File: src/rtl/pcnt_pkg.sv
package pcnt_pkg;

  typedef enum logic [1:0] {
    OP_HOLD  = 2'd0,
    OP_LOAD  = 2'd1,
    OP_COUNT = 2'd2
  } op_e;

  // Load outranks counting; clear is handled in the register itself.
  function automatic op_e pick_op(input logic ld_n, input logic en, input logic ci);
    if (!ld_n)          return OP_LOAD;
    else if (en && ci)  return OP_COUNT;
    else                return OP_HOLD;
  endfunction

endpackage

File: src/rtl/pcnt_ctrl.sv
module pcnt_ctrl
  import pcnt_pkg::*;
(
  input  logic ld_n,
  input  logic en,
  input  logic ci,
  output op_e  op
);

  always_comb begin
    op = pick_op(ld_n, en, ci);
  end

endmodule

File: src/rtl/pcnt_next.sv
module pcnt_next
  import pcnt_pkg::*;
#(
  parameter int W    = 4,
  parameter int TERM = 9
) (
  input  op_e          op,
  input  logic [W-1:0] q,
  input  logic [W-1:0] d,
  output logic [W-1:0] q_nxt,
  output logic         upd
);

  localparam logic [W-1:0] TERM_V = TERM[W-1:0];
  localparam logic [W-1:0] ONE_V  = {{(W-1){1'b0}}, 1'b1};

  logic [W-1:0] stepped;

  // Only the terminal value wraps early; anything above it runs on to the
  // natural wrap at all-ones, so no state can trap the counter.
  always_comb begin
    if (q == TERM_V) stepped = '0;
    else             stepped = q + ONE_V;
  end

  always_comb begin
    unique case (op)
      OP_LOAD:  q_nxt = d;
      OP_COUNT: q_nxt = stepped;
      default:  q_nxt = q;
    endcase
    upd = (op != OP_HOLD);
  end

endmodule

File: src/rtl/pcnt_reg.sv
module pcnt_reg #(
  parameter int W         = 4,
  parameter bit ASYNC_CLR = 1'b0
) (
  input  logic         clk,
  input  logic         clr_n,
  input  logic         upd,
  input  logic [W-1:0] q_nxt,
  output logic [W-1:0] q
);

  generate
    if (ASYNC_CLR) begin : g_async_clr
      always_ff @(posedge clk or negedge clr_n) begin
        if (!clr_n)   q <= '0;
        else if (upd) q <= q_nxt;
      end
    end else begin : g_sync_clr
      always_ff @(posedge clk) begin
        if (!clr_n)   q <= '0;
        else if (upd) q <= q_nxt;
      end
    end
  endgenerate

endmodule

File: src/rtl/pcnt_carry.sv
module pcnt_carry #(
  parameter int W    = 4,
  parameter int TERM = 9
) (
  input  logic [W-1:0] q,
  input  logic         ci,
  output logic         co
);

  localparam logic [W-1:0] TERM_V = TERM[W-1:0];

  always_comb begin
    co = ci && (q == TERM_V);
  end

endmodule

File: src/rtl/pcnt_stage.sv
module pcnt_stage
  import pcnt_pkg::*;
#(
  parameter int W         = 4,
  parameter bit DECADE    = 1'b1,
  parameter bit ASYNC_CLR = 1'b0
) (
  input  logic         clk,
  input  logic         clr_n,
  input  logic         ld_n,
  input  logic [W-1:0] d,
  input  logic         en,
  input  logic         ci,
  output logic [W-1:0] q,
  output logic         co
);

  localparam int TERM = DECADE ? 9 : ((1 << W) - 1);

  op_e          op;
  logic [W-1:0] q_nxt;
  logic         upd;

  pcnt_ctrl u_ctrl (
    .ld_n (ld_n),
    .en   (en),
    .ci   (ci),
    .op   (op)
  );

  pcnt_next #(.W(W), .TERM(TERM)) u_next (
    .op    (op),
    .q     (q),
    .d     (d),
    .q_nxt (q_nxt),
    .upd   (upd)
  );

  pcnt_reg #(.W(W), .ASYNC_CLR(ASYNC_CLR)) u_reg (
    .clk   (clk),
    .clr_n (clr_n),
    .upd   (upd),
    .q_nxt (q_nxt),
    .q     (q)
  );

  pcnt_carry #(.W(W), .TERM(TERM)) u_carry (
    .q  (q),
    .ci (ci),
    .co (co)
  );

endmodule

File: config.mk
export PLATFORM = sky130hd
export DESIGN_NAME = pcnt_stage
export DESIGN_NICKNAME = d
export VERILOG_FILES = /design/src/rtl/pcnt_pkg.sv /design/src/rtl/pcnt_ctrl.sv /design/src/rtl/pcnt_next.sv /design/src/rtl/pcnt_reg.sv /design/src/rtl/pcnt_carry.sv /design/src/rtl/pcnt_stage.sv
export SDC_FILE = /design/constraint.sdc
export NUM_CORES = 1
export LEC_CHECK = 0
export ABC_AREA = 0
export CAP_MARGIN = 0
export CORE_AREA = 4 4 41 43
export CTS_CLUSTER_DIAMETER = 30
export CTS_CLUSTER_SIZE = 12
export DETAILED_ROUTE_END_ITERATION = 12
export DIE_AREA = 0 0 45 47
export DONT_BUFFER_PORTS = 1
export HOLD_SLACK_MARGIN = 0.08
export PLACE_DENSITY = 0.38
export SETUP_SLACK_MARGIN = 0.2
export SYNTH_ARGS = -nofsm -noshare
export SYNTH_HDL_FRONTEND = slang
export SYNTH_SLANG_ARGS = --single-unit
File: constraint.sdc
create_clock -name clk -period 3.4 [get_ports clk]
set_input_delay 0.85 -clock clk [delete_from_list [all_inputs] [get_ports clk]]
set_output_delay 0.85 -clock clk [all_outputs]
set_load 0.01 [all_outputs]
# --- Word level (Yosys, flattened, before mapping) ---
# Index checks and enable logic that the tools add are counted.
totals:
  elab_cells: 14
  memories: 0
  ram_bits: 0
  out_inout_bits: 5
  regBits: 4
  romBits: 0
  latchBits: 0
  input_bits: 9
classes:
  n_bitwise: 0
  reduce_logical: 5
  n_div: 0
  n_eq_ne: 3
  mux: 4
  shifts: 0
  n_addsub: 1
  multipliers: 0
  n_lt_le_gt_ge: 0
op_table:
  columns: ["op", "n"]
  rows:
  - ["one-hot mux 4 bit (2 select lines)", 1]
  - ["adder 4 x 1 -> 4 bit (second input constant)", 1]
  - ["== test 4 bit (second input constant)", 1]
  - ["two-way mux 2 bit", 2]
  - ["two-way mux 4 bit", 1]
  - ["nonzero test 2 bit", 2]
  - ["== test 2 x 1 -> 1 bit (second input constant)", 1]
  - ["== test 2 bit (second input constant)", 1]
  - ["logical AND 1 bit", 2]
  - ["AND reduction 2 bit", 1]

# --- Depth between registers and ports, before layout ---
logic_depth:
  depth_word: 6
  ltp_mapped: 4
  ltp_nobuf: 3

# --- By module ---
# A second synthesis with hierarchy kept.
unflattened:
  hier_cells: 49
  area_unflattened_um2: 391.6
modules_own_cells:
  columns: ["module", "cells_per_inst", "instances", "area_per_inst_um2", "seq_area_each_um2"]
  rows:
  - ["pcnt_next", 32, 1, 212.7, 0.0]
  - ["pcnt_reg", 13, 1, 156.4, 80.1]
  - ["pcnt_carry", 2, 1, 12.5, 0.0]
  - ["pcnt_ctrl", 2, 1, 10.0, 0.0]

# --- Worst setup path after synthesis ---
# No wires, ideal clock.
synth_path:
  kind: "input to output"
  startpoint: "input port ci"
  endpoint: "output port co"
  stages: 2
  path_buffers: 0
  t_required_ns: 2.550
  t_arrival_ns: 1.158
  path_slack_ns: 1.392
  path_cell_list: "nand2_1 > nor3_1"
synth_between:
  elab_chain_cells: 1
synth_rtl:
  columns: ["element", "line_no", "rtl"]
  rows:
  - ["start, declared", "pcnt_stage.sv:13", "input logic ci,"]
  - ["logical AND 1 bit", "pcnt_carry.sv:13", "co = ci && (q == TERM_V);"]
  - ["end, declared", "pcnt_stage.sv:15", "output logic co"]
# Every way passes these cells.

# --- Worst setup path after layout ---
# Ends and elaborated chain as after synthesis.

==> flow_summary.yaml <==
sta:
  finalCriticalPeriod_ns: 2.04
  hold_viol: 0
  hold_ws_ns: 0.604
  finClkSkew_ns: 0.000522
  fin_ws_ns: 1.36
  slew_viol_final: 0
  relSlewSlack_pct: 75.1
  fin_crit_sh_pct: 60.1
  finalSetupViolCount: 0
  rsz0062_at_grt: "false"
  worst_pin_slew_ns: 0.371
  clock.fmax_mhz: 489
  fin_setup_tns_ns: 0
routing:
  firstDrtPassIters: 3
  antenna_left: 0
  drt_wl_total_um: 611
  drc_errors: 0
  via_per_inst: 4.85
  routedWlPerCell_um: 12.7
  drtIter0Drc: 8
  route.vias.total: 233
finish:
  layout.nets: 44
  n_antenna_cell: 0
  final_core_util_pct: 21.4
  seq_area_um2: 80.1
  syn_to_final_growth_pct: 15.5
  largest_reg_flops: 4
  nFillCells: 152
  multiInputGateArea_um2: 154
  drive_gt1_share_pct: 12.1
  largestRegisters: "u_reg.q: 4 flops"
  regMostFlops: "u_reg.q"
die:
  rows: 13
  core_area_um2: 1300
  die_area_um2: 2120
  die_h_um: 47
  io_pins: 14
  dieWidth_um: 45
  initial_utilization_pct: 18.6
clock_tree:
  cts_tree: "built"
  clock_latency_ns: 0.23
  cts_buffers: 3
  post_cts_buffers: 0
  htree_levels: 1
  cts_buffer_depth: 2
  cts-root-buf: "clkbuf_4"
  cts_sinks: 4
  postCtsResizedCells: 0
  postCtsHoldBufs: 0
  clk_pin_slew_worst_paths_ns: 0.04
yosys:
  ys_seq_area_share_pct: 33.2
  yosys-top-cells-count: "4 x a21oi_1, 4 x dfxtp_1, 4 x nand2_1"
  postSynthCellCount: 31
  yosys_warnings: 0
  synth_top_area_cell: "dfxtp_1"
  synth_flop_cell: "dfxtp_1"
  avgSynthCellArea_um2: 7.79
  syn_area_um2: 241
  synth_nets: 40
  synth_top_area_share_pct: 33.2
  synth-edff-count: 0
  synthArstFlopShare_pct: 0
  ys_types: 18
  synthTopCellsByArea: "dfxtp_1 33%, a21oi_1 8.3%, xor2_1 7.3%"
  ys_seq_elements: 4
power:
  leakage_nw: 0.0927
  clkPwrFrac_pct: 45.2
  switching_share_pct: 23.8
  power_w: 0.000127
  internal_power_w: 0.0000964
  pwr_density_cell_nw_per_um2: 454
  combPwrFrac_pct: 8.6
  seq_power_share_pct: 46.2
  peakVddDrop_uv: 138
  p_switching_w: 0.0000302
placed_design:
  portBuffers: 0
  dp_hpwl_um: 498
  dpl_worst_slack_ns: 1.34
  gp_congestion: 0.678
worst_hold_path:
  hp-class: "reg -> reg"
worst_setup_path:
  startpoint_type: "primary input"
  slowest_delay_ns: 0.31
  cpMaxStageDelayCell: "nor3_1"
  worstPathMaxFanout: 6
  critPathCaptureType: "output port"
  cp_cell_sequence: "nand2_1 > nor3_1"
  critPathRequiredTime_ns: 2.55
  path_buf_inv: 0
  worstSetupPathType: "in -> out"
  critical-path-top-delay-family: "simple AND/OR/NAND/NOR gates"
  cp.arrival_ns: 1.19
run:
  cap_violations: 0
global_routing:
  antenna_found_initial: 0
  use_met2_pct: 11.0
  grt-busiest-layer: "met2"
  track_usage_pct: 6.95
  grt_start_max_net_pins: 10
  gr-usage-met1_pct: 5.68
  grt_overflow_total: 0
  use_met3_pct: 4.60
  grt_pass1_wl_um: 979
  grt_pass1_vias: 240
status:
  status: "complete, no violations"
[per-layer routing]
layer	routed length, um	share of wire [%]
met1	223	36
met2	332	54
met5	0	0
met4	5	0.82
met3	50	8.2
[placed cells by master (no fill, tap or decap), drive strengths merged, types with 2 or more instances in the layout]
master / synthesis / layout
xor2: 2 / 2
nand2: 4 / 4
nand2b: 2 / 2
clkbuf: 1 / 3
o21ai: 2 / 2
a21oi: 4 / 4
nand4: 2 / 2
dfxtp: 4 / 4
[final timing paths]
kind | end | startpoint | cells after the start | slack, ns
max | co | ci | 2 | 1.36
min | u_reg.q[1] | u_reg.q[1] | 2 | 0.60
max reg2reg | u_reg.q[1] | u_reg.q[2] | 3 | 2.17
min reg2reg | u_reg.q[1] | u_reg.q[1] | 2 | 0.60
[metrics by stage]
stage	std cells	area (um2)
global route	48	279
detailed placement	45	256
global placement	45	256
CTS	48	279
finish	48	279
floorplan	31	241
[cell type report]
cell class | instances | area share [%]
multi-input combinational | 25 | 55.2
sequential | 4 | 28.7
clock buffer | 3 | 8.07
tap | 15 | 6.73
inverter | 1 | 1.35
[power groups by stage]
stage	combinational (W)	sequential [W]	clock, W
final	0.0000109	0.0000585	0.0000572
after global routing	0.0000125	0.0000595	0.0000635
after CTS	0.0000111	0.0000588	0.0000612
after detailed placement	0.0000109	0.0000596	0
after global placement	0.0000110	0.0000595	0
after floorplan	0.0000109	0.0000577	0
[cell families (layout without fill, tap and decap cells)]
| logic type | after synthesis | count (layout) | synth area share [%] |
|---|---|---|---|
| xor gates and xnor gates | 2 | 2 | 7.26 |
| DFF | 4 | 4 | 33.2 |
| buffers and inverters | 2 | 4 | 3.11 |
| AOI/OAI and AO/OA | 9 | 9 | 22.8 |
| and+or+nand+nor | 14 | 14 | 33.7 |
Power figures use the tool's default switching activity.
